**src/rtl/asp_pkg.sv**
```systemverilog
`timescale 1ns/1ps
package asp_pkg;

  typedef struct packed {
    logic eight;     // 8 data bits, else 7
    logic par_en;    // parity bit present
    logic odd;       // odd parity when present
    logic two_stop;  // two stop bits
  } frame_fmt_t;

  typedef enum logic [1:0] {RX_IDLE, RX_START, RX_DATA} rx_state_t;

  function automatic frame_fmt_t decode_fmt(input logic [2:0] code);
    frame_fmt_t f;
    f.eight    = code[2];
    f.par_en   = !(code == 3'd4 || code == 3'd5);
    f.odd      = code[0];
    f.two_stop = (code == 3'd0 || code == 3'd1 || code == 3'd4);
    return f;
  endfunction

endpackage

```
**src/rtl/asp_tx.sv**
```systemverilog
`timescale 1ns/1ps
module asp_tx
  import asp_pkg::*;
#(
  parameter int CW = 6
) (
  input  logic          clk,
  input  logic          rst,
  input  logic          hold,
  input  logic [CW-1:0] period_m1,
  input  frame_fmt_t    fmt,
  input  logic          start,
  input  logic [7:0]    data,
  output logic          line,
  output logic          busy
);
  localparam int FW = 12;

  logic [FW-1:0] sh_q, frame;
  logic [CW-1:0] cnt_q;
  logic [3:0]    left_q, nbits, nd;
  logic          pbit;

  always_comb begin
    nd    = fmt.eight ? 4'd8 : 4'd7;
    pbit  = (fmt.eight ? ^data : ^data[6:0]) ^ fmt.odd;
    frame = '1;
    frame[0] = 1'b0;
    for (int i = 0; i < 8; i++)
      if (i < int'(nd)) frame[i+1] = data[i];
    if (fmt.par_en) frame[nd + 4'd1] = pbit;
    nbits = 4'd1 + nd + {3'b0, fmt.par_en} + (fmt.two_stop ? 4'd2 : 4'd1);
  end

  always_ff @(posedge clk) begin
    if (rst || hold) begin
      busy   <= 1'b0;
      sh_q   <= '1;
      cnt_q  <= '0;
      left_q <= '0;
    end else if (!busy && start) begin
      busy   <= 1'b1;
      sh_q   <= frame;
      left_q <= nbits;
      cnt_q  <= period_m1;
    end else if (busy) begin
      if (cnt_q == '0) begin
        cnt_q  <= period_m1;
        sh_q   <= {1'b1, sh_q[FW-1:1]};
        left_q <= left_q - 4'd1;
        if (left_q == 4'd1) busy <= 1'b0;
      end else begin
        cnt_q <= cnt_q - 1'b1;
      end
    end
  end

  assign line = busy ? sh_q[0] : 1'b1;

endmodule

```
**src/rtl/asp_rx.sv**
```systemverilog
`timescale 1ns/1ps
module asp_rx
  import asp_pkg::*;
#(
  parameter int CW = 6
) (
  input  logic          clk,
  input  logic          rst,
  input  logic          hold,
  input  logic          rxd,
  input  logic [CW-1:0] period_m1,
  input  logic [CW-1:0] half_m1,
  input  frame_fmt_t    fmt,
  output logic          done,
  output logic [7:0]    data,
  output logic          perr,
  output logic          ferr
);
  rx_state_t     st_q;
  logic [CW-1:0] cnt_q;
  logic [3:0]    idx_q, last_idx;
  logic [9:0]    sh_q;
  logic [7:0]    dm;
  logic          pbit;

  always_comb begin
    last_idx = (fmt.eight ? 4'd8 : 4'd7) + {3'b0, fmt.par_en};
    dm       = fmt.eight ? sh_q[7:0] : {1'b0, sh_q[6:0]};
    pbit     = fmt.eight ? sh_q[8] : sh_q[7];
  end

  always_ff @(posedge clk) begin
    done <= 1'b0;
    if (rst || hold) begin
      st_q  <= RX_IDLE;
      cnt_q <= '0;
      idx_q <= '0;
      sh_q  <= '0;
      data  <= '0;
      perr  <= 1'b0;
      ferr  <= 1'b0;
    end else begin
      case (st_q)
        RX_IDLE: if (!rxd) begin
          idx_q <= '0;
          if (period_m1 == '0) begin
            st_q  <= RX_DATA;
            cnt_q <= '0;
          end else begin
            st_q  <= RX_START;
            cnt_q <= half_m1;
          end
        end
        RX_START: if (cnt_q == '0) begin
          st_q  <= rxd ? RX_IDLE : RX_DATA;
          cnt_q <= period_m1;
        end else begin
          cnt_q <= cnt_q - 1'b1;
        end
        RX_DATA: if (cnt_q == '0) begin
          cnt_q       <= period_m1;
          sh_q[idx_q] <= rxd;
          idx_q       <= idx_q + 4'd1;
          if (idx_q == last_idx) begin
            st_q <= RX_IDLE;
            done <= 1'b1;
            data <= dm;
            perr <= fmt.par_en && (pbit != ((^dm) ^ fmt.odd));
            ferr <= !rxd;
          end
        end else begin
          cnt_q <= cnt_q - 1'b1;
        end
        default: st_q <= RX_IDLE;
      endcase
    end
  end

endmodule

```
**src/rtl/async_serial_port.sv**
```systemverilog
`timescale 1ns/1ps
module async_serial_port
  import asp_pkg::*;
#(
  parameter int DIV_MID  = 16,
  parameter int DIV_SLOW = 64
) (
  input  logic       clk,
  input  logic       rst,
  input  logic       bus_en,
  input  logic       bus_wr,
  input  logic       bus_rs,
  input  logic [7:0] bus_wdata,
  output logic [7:0] bus_rdata,
  input  logic       rxd,
  output logic       txd,
  output logic       rts,
  input  logic       dcd,
  input  logic       cts,
  output logic       irq
);
  localparam int CW = $clog2(DIV_SLOW);

  logic [7:0]    ctl_q, tdr_q, rdr_q;
  logic          tdr_full_q, rx_full, rx_ovr, rx_ferr, rx_perr;
  logic          hold, wr_ctl, wr_dat, rd_dat, tx_load, tx_room;
  logic [CW-1:0] period_m1, half_m1;
  frame_fmt_t    fmt;
  logic          tx_line, tx_busy, rx_done, rx_pe, rx_fe;
  logic [7:0]    rx_byte;
  logic [7:0]    status;

  assign hold   = (ctl_q[1:0] == 2'b11);
  assign fmt    = decode_fmt(ctl_q[4:2]);
  assign wr_ctl = bus_en &  bus_wr & !bus_rs;
  assign wr_dat = bus_en &  bus_wr &  bus_rs;
  assign rd_dat = bus_en & !bus_wr &  bus_rs;

  always_comb begin
    case (ctl_q[1:0])
      2'b01:   begin period_m1 = CW'(DIV_MID - 1);  half_m1 = CW'(DIV_MID/2 - 1);  end
      2'b10:   begin period_m1 = CW'(DIV_SLOW - 1); half_m1 = CW'(DIV_SLOW/2 - 1); end
      default: begin period_m1 = '0;                half_m1 = '0;                  end
    endcase
  end

  assign tx_load = tdr_full_q & !tx_busy & !cts & !hold;
  assign tx_room = !tdr_full_q & !cts;

  asp_tx #(.CW(CW)) u_tx (
    .clk(clk), .rst(rst), .hold(hold), .period_m1(period_m1), .fmt(fmt),
    .start(tx_load), .data(tdr_q), .line(tx_line), .busy(tx_busy)
  );

  asp_rx #(.CW(CW)) u_rx (
    .clk(clk), .rst(rst), .hold(hold), .rxd(rxd), .period_m1(period_m1),
    .half_m1(half_m1), .fmt(fmt), .done(rx_done), .data(rx_byte),
    .perr(rx_pe), .ferr(rx_fe)
  );

  always_ff @(posedge clk) begin
    if (rst) begin
      ctl_q      <= 8'h03;
      tdr_q      <= '0;
      rdr_q      <= '0;
      tdr_full_q <= 1'b0;
      rx_full    <= 1'b0;
      rx_ovr     <= 1'b0;
      rx_ferr    <= 1'b0;
      rx_perr    <= 1'b0;
      txd        <= 1'b1;
    end else begin
      if (wr_ctl) ctl_q <= bus_wdata;
      txd <= (ctl_q[6:5] == 2'b11) ? 1'b0 : tx_line;
      if (hold) begin
        tdr_full_q <= 1'b0;
        rx_full    <= 1'b0;
        rx_ovr     <= 1'b0;
        rx_ferr    <= 1'b0;
        rx_perr    <= 1'b0;
      end else begin
        if (wr_dat) begin
          tdr_q      <= bus_wdata;
          tdr_full_q <= 1'b1;
        end else if (tx_load) begin
          tdr_full_q <= 1'b0;
        end
        if (rd_dat) begin
          rx_full <= 1'b0;
          rx_ovr  <= 1'b0;
          rx_ferr <= 1'b0;
          rx_perr <= 1'b0;
        end
        if (rx_done) begin
          if (rx_full && !rd_dat) begin
            rx_ovr <= 1'b1;
          end else begin
            rdr_q   <= rx_byte;
            rx_full <= 1'b1;
            rx_ferr <= rx_fe;
            rx_perr <= rx_pe;
          end
        end
      end
    end
  end

  assign irq       = (ctl_q[7] & (rx_full | rx_ovr)) | ((ctl_q[6:5] == 2'b01) & tx_room);
  assign rts       = (ctl_q[6:5] == 2'b10);
  assign status    = {irq, rx_perr, rx_ovr, rx_ferr, cts, dcd, tx_room, rx_full};
  assign bus_rdata = bus_rs ? rdr_q : status;

endmodule

```
**config.mk**
```make
export PLATFORM = sky130hd
export DESIGN_NAME = async_serial_port
export DESIGN_NICKNAME = d
export VERILOG_FILES = /design/src/rtl/asp_pkg.sv /design/src/rtl/asp_tx.sv /design/src/rtl/asp_rx.sv /design/src/rtl/async_serial_port.sv
export SDC_FILE = /design/constraint.sdc
export NUM_CORES = 1
export LEC_CHECK = 0
export BUFFER_PORTS_ARGS = -buffer_cell sky130_fd_sc_hd__clkbuf_2
export CORE_MARGIN = 2
export CORE_UTILIZATION = 40
export DETAILED_ROUTE_END_ITERATION = 10
export PLACE_DENSITY = 0.6
export SYNTH_ARGS = -nofsm -noshare
export SYNTH_HDL_FRONTEND = slang
export SYNTH_HIERARCHICAL = 1
export SYNTH_SLANG_ARGS = --single-unit
```
**constraint.sdc**
```tcl
create_clock -name clk -period 3 [get_ports clk]
set_clock_uncertainty 0.15 [all_clocks]
set_input_delay 0.6 -clock clk [delete_from_list [all_inputs] [get_ports clk]]
set_output_delay 0.6 -clock clk [all_outputs]
set_load 0.005 [all_outputs]
```
==> results.sh, run 1 <==
export IMPL_floorplan_io_pins=27
export IMPL_ys_flop_type="dfxtp_1"
export IMPL_tightest_slew_ps=842
export IMPL_nets=552
export IMPL_dieArea_mm2=0.0116
export IMPL_rsz0062_at_grt="no"
export IMPL_cts_repair_resized=0
export IMPL_layout_drive_gt1_share_pct=14.9
export IMPL_wl_mm=9.56
export IMPL_regArea_mm2=0.00166
export IMPL_reg2reg_to="u_rx/st_q[0]$_SDFFE_PP0P_"
export IMPL_dr_pass1_iters=4
export IMPL_rrSetupSlack_ps=460
export IMPL_timing_final_setup_violations=0
export IMPL_power_leakage_nw=1.83
export IMPL_powerDensity_mw_per_mm2=459
export IMPL_reg2reg_from="ctl_q[4]$_SDFFE_PP0P_"
export IMPL_start_util_pct=41.5
export IMPL_grt_max_degree=26
export IMPL_synth_distinct_cells=68
export IMPL_fin_crit_sh_pct=84.8
export IMPL_areaGrowthSynthToFinish_pct=10.1
export IMPL_slew_violations=0
export IMPL_whs_ps=311
export IMPL_fin_crit_ps=2540
export IMPL_drt_iter0_markers=218
export IMPL_cp_max_fo=6
export IMPL_gp_congestion=0.776
export IMPL_ff2ff_path_depth=8
export IMPL_total_power_mw=2.18
export IMPL_grt_remaining_overflow=0
export IMPL_final_cell_mix="dfxtp_1, nand2_1, nor2_1, a21oi_1, clkbuf_2"
export IMPL_slew_headroom_pct=43.9
export IMPL_synth_seq_cells=83
export IMPL_wl_per_cell_um=14.5
export IMPL_layout_commonest_cell="dfxtp_1"
export IMPL_status="finished, final reports clean"
export IMPL_clk_pin_slew_ps=80
export IMPL_post_cts_buffers=0
export IMPL_syn_num_nets=530
export IMPL_finish_utilization_pct=45.7
export IMPL_clk_latency_ps=350
export IMPL_drc=0
export IMPL_core_area_mm2=0.0104
export IMPL_max_freq_mhz=393
export IMPL_startpoint="ctl_q[4]$_SDFFE_PP0P_"
export IMPL_numCtsBuffers=9
export IMPL_cts_hold_buffers=0
export IMPL_dp_cells=644
export IMPL_diodes=0
export IMPL_post_place_ws_ps=496
export IMPL_syn_inst=497
export IMPL_vias_per_cell=5.29
export IMPL_stdcell_area_mm2=0.00476
export IMPL_grt_use_total_pct=17.5
export IMPL_row_count=37
export IMPL_vias=3489
export IMPL_seq_area_frac_synth_pct=38.5
export IMPL_cts_sinks=83
export IMPL_port_buffers=26
export IMPL_die_h_um=108
export IMPL_clk_path_buf_depth=2
export IMPL_finalHoldViolations=0
export IMPL_irDropWorstVdd_mv=0.267
export IMPL_critPathCapture="u_rx/st_q[0]$_SDFFE_PP0P_"
export IMPL_drv_cap=0
export IMPL_crit_type="reg -> reg"
export IMPL_syn_area_per_cell_um2=8.69
export IMPL_multiInputGateArea_mm2=0.00243
export IMPL_crit_arrival_ps=2670
export IMPL_die_w_um=108
export IMPL_cts_max_level=3
export IMPL_hold_path_class="reg -> reg"
export IMPL_synthArstFlopShare_pct=0
export IMPL_antenna_found_initial=0
export IMPL_synth_edf_count=0
export IMPL_ant_nets=0
export IMPL_grt_pass1_vias=3468
export IMPL_startpoint_type="register"
export IMPL_root_buffer="clkbuf_8"
export IMPL_finalSetupTns_ps=0
export IMPL_dp_hpwl_mm=6.87
export IMPL_cp_end_kind="register"
export IMPL_syn_area_mm2=0.00432
export IMPL_cts_tree="yes"
export IMPL_place_area_mm2=0.00454
export IMPL_grt_pass1_wl_mm=16.3
export IMPL_worst_slack_ps=456
export IMPL_nFillCells=1040
export IMPL_crit_required_ps=3120
export IMPL_ys_warn_count=6
export IMPL_layout_cells_non_filler=660
[worst min path at each step]
stage / cells past startpoint / startpoint / end
after floorplan: 2 / u_rx/ferr$_SDFFE_PP0P_ / rx_ferr$_SDFF_PP0_
after global placement: 2 / u_rx/ferr$_SDFFE_PP0P_ / rx_ferr$_SDFF_PP0_
after detailed placement: 2 / u_rx/ferr$_SDFFE_PP0P_ / rx_ferr$_SDFF_PP0_
after CTS: 2 / u_rx/perr$_SDFFE_PP0P_ / rx_perr$_SDFF_PP0_
after global routing: 3 / bus_wdata[5] / tdr_q[5]$_SDFFE_PP0P_
final: 2 / u_rx/perr$_SDFFE_PP0P_ / rx_perr$_SDFF_PP0_
[cells in the mapped netlist (all sizes together) (4+ instances only)]
cell type	n	share of area, %
dfxtp	83	38
nand2	59	5.2
nor2	46	4.2
a21oi	40	4.7
o21ai	28	3.5
inv	24	2.1
mux2i	21	4.9
xnor2	20	4.1
ha	16	4.6
buf	14	2.5
nand3	14	1.7
and3	11	1.6
nand2b	10	1.4
clkbuf	9	0.78
a22o	8	1.6
mux2	8	2.1
a211oi	7	1.2
nand4	7	1.0
o211ai	7	1.2
a31oi	6	0.87
nor2b	5	0.72
nor3	5	0.84
or2	5	0.78
nor4	4	0.93
[flip-flops by register name (all words and copies together), names as in the netlist, 2 cells and up]
signal and count:
u_tx/sh_q 10, u_rx/idx_q 4, u_rx/sh_q 9, u_rx/st_q 2
u_tx/cnt_q 6, u_rx/data 8, u_tx/left_q 4, u_rx/cnt_q 6
ctl_q 8, tdr_q 8, rdr_q 8
[metal layers]
layer  GRT usage (%)  share of wire (%)  vias to the layer above
li1                -                  -                     1777
met1            23.1                 49                     1670
met2            28.8                 48                       34
met3            4.00                2.2                        8
met4            5.13               0.94                        0
met5               0                  0                        -
[cells by family (layout without fill, tap and decap cells)]
logic type / count (synthesis) / after routing / share of synthesized area, %
AO/OA/AOI/OAI: 112 / 112 / 16.8
XOR/XNOR: 24 / 24 / 5.18
adder cells (fa/ha/maj): 17 / 17 / 5.10
buffers and inverters: 47 / 74 / 5.33
flip-flops: 83 / 83 / 38.5
multiplexers: 29 / 29 / 6.95
other: 1 / 1 / 0.0868
AND/OR/NAND/NOR: 184 / 184 / 22.1
[area by class of cell]
cell class,count,area share [%]
multi-input combinational,367,51.1
sequential,83,34.9
timing repair buffer,34,4.00
tap,136,3.58
clock buffer,10,2.68
inverter,24,1.89
clock inverter,6,1.87
[critical path, stage by stage (launching register included)]
cell	delay [ps]
dfxtp_1	380
nand2b_1	210
inv_1	80
ha_1	220
or4b_1	480
a21oi_1	210
o221ai_1	200
or3b_1	390
a21oi_1	160
[power breakdown]
part	total (mW)	switching (mW)	leakage (nW)	internal (mW)
logic	0.189	0.119	1.06	0.0695
registers	1.12	0.0105	0.670	1.11
clock network	0.872	0.401	0.103	0.471
total	2.18	0.531	1.83	1.65
Note: power is estimated with default switching activity, not from simulation.
==> run 2: changes to the inputs <==
--- a/config.mk
+++ b/config.mk
@@ -5,11 +5,12 @@
 export SDC_FILE = /design/constraint.sdc
 export NUM_CORES = 1
 export LEC_CHECK = 0
+export ABC_AREA = 1
 export BUFFER_PORTS_ARGS = -buffer_cell sky130_fd_sc_hd__clkbuf_2
 export CORE_MARGIN = 2
 export CORE_UTILIZATION = 40
 export DETAILED_ROUTE_END_ITERATION = 10
-export PLACE_DENSITY = 0.6
+export PLACE_DENSITY = 0.62
 export SYNTH_ARGS = -nofsm -noshare
 export SYNTH_HDL_FRONTEND = slang
 export SYNTH_HIERARCHICAL = 1
==> constraint.sdc (replaced) <==
create_clock -name clk -period 2.1 [get_ports clk]
set_clock_uncertainty 0.15 [all_clocks]
set_input_delay 0.42 -clock clk [delete_from_list [all_inputs] [get_ports clk]]
set_output_delay 0.42 -clock clk [all_outputs]
set_load 0.005 [all_outputs]
==> run 2 against run 1 <==
- die area rose by 3.3%
- largest power group unchanged
- synthesized cell count rose by 29%
- flip-flop and latch count did not move
- first-iteration DRC count rose by 27%
- non-clock buffer count rose by 13
- final area rose by 8.3%
- synthesized area rose by 3.4%
- setup slack got worse by 290 ps
- fmax rose by 31%
- power rose by 61%
- global-route usage rose by 0.62 points
- cell count rose by 25%
==> results.sh, run 2 <==
export IMPL_synth_compound_area_share_pct=18.1
export IMPL_vias_per_cell=5.02
export IMPL_syn_num_nets=672
export IMPL_fin_crit_sh_pct=92.2
export IMPL_ys_warn_count=6
export IMPL_crit_required_ps=2240
export IMPL_power_switching_mw=0.812
export IMPL_vias=4148
export IMPL_grt_use_total_pct=18.1
export IMPL_dp_hpwl_mm=7.70
export IMPL_synth_seq_cells=83
export IMPL_fin_crit_ps=1940
export IMPL_rsz0062_at_grt="no"
export IMPL_ys_top_cells_by_area="dfxtp_1, nand2_1, o21ai_0, nor2_1, inv_1"
export IMPL_slew_headroom_pct=63.4
export IMPL_clk_latency_ps=360
export IMPL_power_leakage_nw=2.25
export IMPL_tightest_slew_ps=548
export IMPL_areaGrowthSynthToFinish_pct=15.3
export IMPL_grt_remaining_overflow=0
export IMPL_synth_distinct_cells=42
export IMPL_yosysTopAreaCellShare_pct=37.2
export IMPL_syn_area_mm2=0.00447
export IMPL_hold_depth=3
export IMPL_synth_fa_ha_area_share_pct=4.93
export IMPL_crit_arrival_ps=2070
export IMPL_synth_xor_area_share_pct=1.96
export IMPL_crit_type="reg -> reg"
export IMPL_wl_mm=10.4
export IMPL_grt_pass1_vias=3899
export IMPL_antenna_found_initial=0
export IMPL_port_buffers=26
export IMPL_seq_area_frac_synth_pct=37.2
export IMPL_gp_congestion=0.840
export IMPL_nFillCells=1101
export IMPL_largestRegisters="u_tx/sh_q: 10 flops, u_rx/sh_q: 9 flops"
export IMPL_wl_per_cell_um=12.7
export IMPL_p_int_mw=2.69
export IMPL_drv_cap=0
export IMPL_layout_commonest_cell="nand2_1"
export IMPL_grt_pass1_wl_mm=17.3
export IMPL_dieArea_mm2=0.0120
export IMPL_synth_top_family_by_area="simple AND/OR/NAND/NOR gates"
export IMPL_timing_final_setup_violations=0
export IMPL_reg2reg_to="u_tx/cnt_q[3]$_SDFFE_PP0P_"
export IMPL_synthArstFlopShare_pct=0
export IMPL_hold_path_class="in -> reg"
export IMPL_core_area_mm2=0.0109
export IMPL_drc=0
export IMPL_dp_cells=805
export IMPL_root_buffer="clkbuf_8"
export IMPL_row_count=38
export IMPL_finalSetupTns_ps=0
export IMPL_layout_drive_gt1_share_pct=13.8
export IMPL_finalHoldViolations=0
export IMPL_regMostFlops="u_tx/sh_q"
export IMPL_final_cell_mix="nand2_1, dfxtp_1, nor2_1, inv_1, o21ai_0"
export IMPL_die_h_um=110
export IMPL_ff2ff_path_depth=12
export IMPL_cp_end_kind="register"
export IMPL_syn_inst=639
export IMPL_irDropWorstVdd_mv=0.402
export IMPL_synth_area_mux_share_pct=0.224
export IMPL_status="finished, final reports clean"
export IMPL_post_place_ws_ps=141
export IMPL_cts_sinks=83
export IMPL_clk_pin_slew_ps=80
export IMPL_numCtsBuffers=9
export IMPL_dr_pass1_iters=4
export IMPL_synth_edf_count=0
export IMPL_clkPwrFrac_pct=44.3
export IMPL_yosysMostFrequentCell="nand2_1"
export IMPL_worst_slack_ps=164
export IMPL_nets=714
export IMPL_powerDensity_mw_per_mm2=679
export IMPL_p_sw_share_pct=23.2
export IMPL_rrSetupSlack_ps=160
export IMPL_drt_iter0_markers=276
export IMPL_power_frac_seq_pct=45.9
export IMPL_die_w_um=110
export IMPL_cts_tree="yes"
export IMPL_clk_path_buf_depth=2
export IMPL_diodes=0
export IMPL_layout_cells_non_filler=826
export IMPL_start_util_pct=41.0
export IMPL_floorplan_io_pins=27
export IMPL_ant_nets=0
export IMPL_power_frac_comb_pct=9.7
export IMPL_reg2reg_from="ctl_q[1]$_SDFFE_PP1P_"
export IMPL_largest_reg_flops=10
export IMPL_yosys_area_share_simple_pct=28.9
export IMPL_min_to="ctl_q[1]$_SDFFE_PP1P_"
export IMPL_synth_area_leader_cell="dfxtp_1"
export IMPL_cp_max_fo=7
export IMPL_ys_flop_type="dfxtp_1"
export IMPL_max_freq_mhz=517
export IMPL_startpoint_type="register"
export IMPL_slew_violations=0
export IMPL_grt_max_degree=20
export IMPL_hp_start="bus_wdata[1]"
export IMPL_netlist_top_cells_count="nand2_1, dfxtp_1, nor2_1, inv_1, o21ai_0"
export IMPL_syn_area_per_cell_um2=6.99
export IMPL_cts_max_level=3
run 2: changes by cell type in the layout (fill, tap and decap cells not counted), moves of 12 or more:
| cell | before | now |
|---|---|---|
| nand2_1 | 58 | 142 |
| inv_1 | 24 | 71 |
| o21ai_0 | 25 | 57 |
| nor2_1 | 45 | 74 |
| nand3_1 | 13 | 36 |
| mux2i_1 | 21 | 1 |
| xnor2_1 | 20 | 1 |
| a21oi_1 | 39 | 51 |
run 2: area by class of cell:
cell class              count  area [um^2]  area share [%]
well taps                 140          175            3.40
clock inverters             4          120            2.33
flip-flops and latches     83         1660            32.3
clock buffers              12          155            3.01
multi-input cells         461         2430            47.1
repair buffers             47          313            6.07
inverters                  79          297            5.75
run 2: power by group through the flow:
stage / Combinational [mW] / Sequential (mW) / Clock (mW)
after floorplan: 0.234 / 1.64 / 0
after global placement: 0.330 / 1.64 / 0
after detailed placement: 0.335 / 1.64 / 0
after CTS: 0.338 / 1.61 / 1.59
after global routing: 0.386 / 1.61 / 1.65
final: 0.341 / 1.61 / 1.55
run 2: worst max path at each step:
stage | startpoint | end | slack [ps] | depth (start not counted)
floorplan | ctl_q[4]$_SDFFE_PP0P_ | u_rx/data[5]$_SDFFE_PP0P_ | 180 | 9
global placement | cts | u_tx/left_q[1]$_SDFFE_PP0P_ | 230 | 10
detailed placement | ctl_q[3]$_SDFFE_PP0P_ | u_rx/data[0]$_SDFFE_PP0P_ | 140 | 12
CTS | ctl_q[3]$_SDFFE_PP0P_ | u_rx/data[0]$_SDFFE_PP0P_ | 110 | 10
global route | ctl_q[2]$_SDFFE_PP0P_ | u_tx/left_q[1]$_SDFFE_PP0P_ | 20 | 6
finish | ctl_q[1]$_SDFFE_PP1P_ | u_tx/cnt_q[3]$_SDFFE_PP0P_ | 160 | 12
run 2: timing repair:
action | 4_1_cts | 5_1_grt
setup endpoints to repair | 0 | 11
hold buffers | 0 | 0
resized for setup | 0 | 7
buffers inserted | 0 | 4
endpoints found under the hold margin | 0 | 0
run 2: per-stage QoR:
stage	hold WS, ps	instance area [um^2]	power, mW	utilization [%]
finish	142	5150	3.50	47.3
detailed placement	295	4810	1.98	44.1
CTS	130	5080	3.53	46.7
floorplan	268	4470	1.87	-
global placement	287	4810	1.97	44.1
global route	138	5150	3.65	47.3
run 2: cell families (layout without fill, tap and decap cells):
group / after synthesis / count (layout)
AOI/OAI and AO/OA: 144 / 144
other: 1 / 1
buffers and inverters: 95 / 142
adders and majority gates: 17 / 17
and+or+nand+nor: 288 / 288
DFF: 83 / 83
xor gates and xnor gates: 10 / 10
muxes: 1 / 1
run 2: routing by layer:
layer	GRT usage, %	vias up	wire, um
met1	21.9	1889	4910
met5	0	-	0
met2	31.7	67	4960
li1	-	2178	-
met3	4.27	14	396
met4	6.06	0	184
run 2: critical path: stages (launching register included):
cell and delay, ps:
dfxtp_1 340, ha_1 190, nor2_1 100, nand3_1 100
inv_1 100, inv_1 70, nor2_4 180, inv_2 120
nand2_4 110, inv_2 70, o21ai_0 80, o211ai_1 110
a21oi_1 140
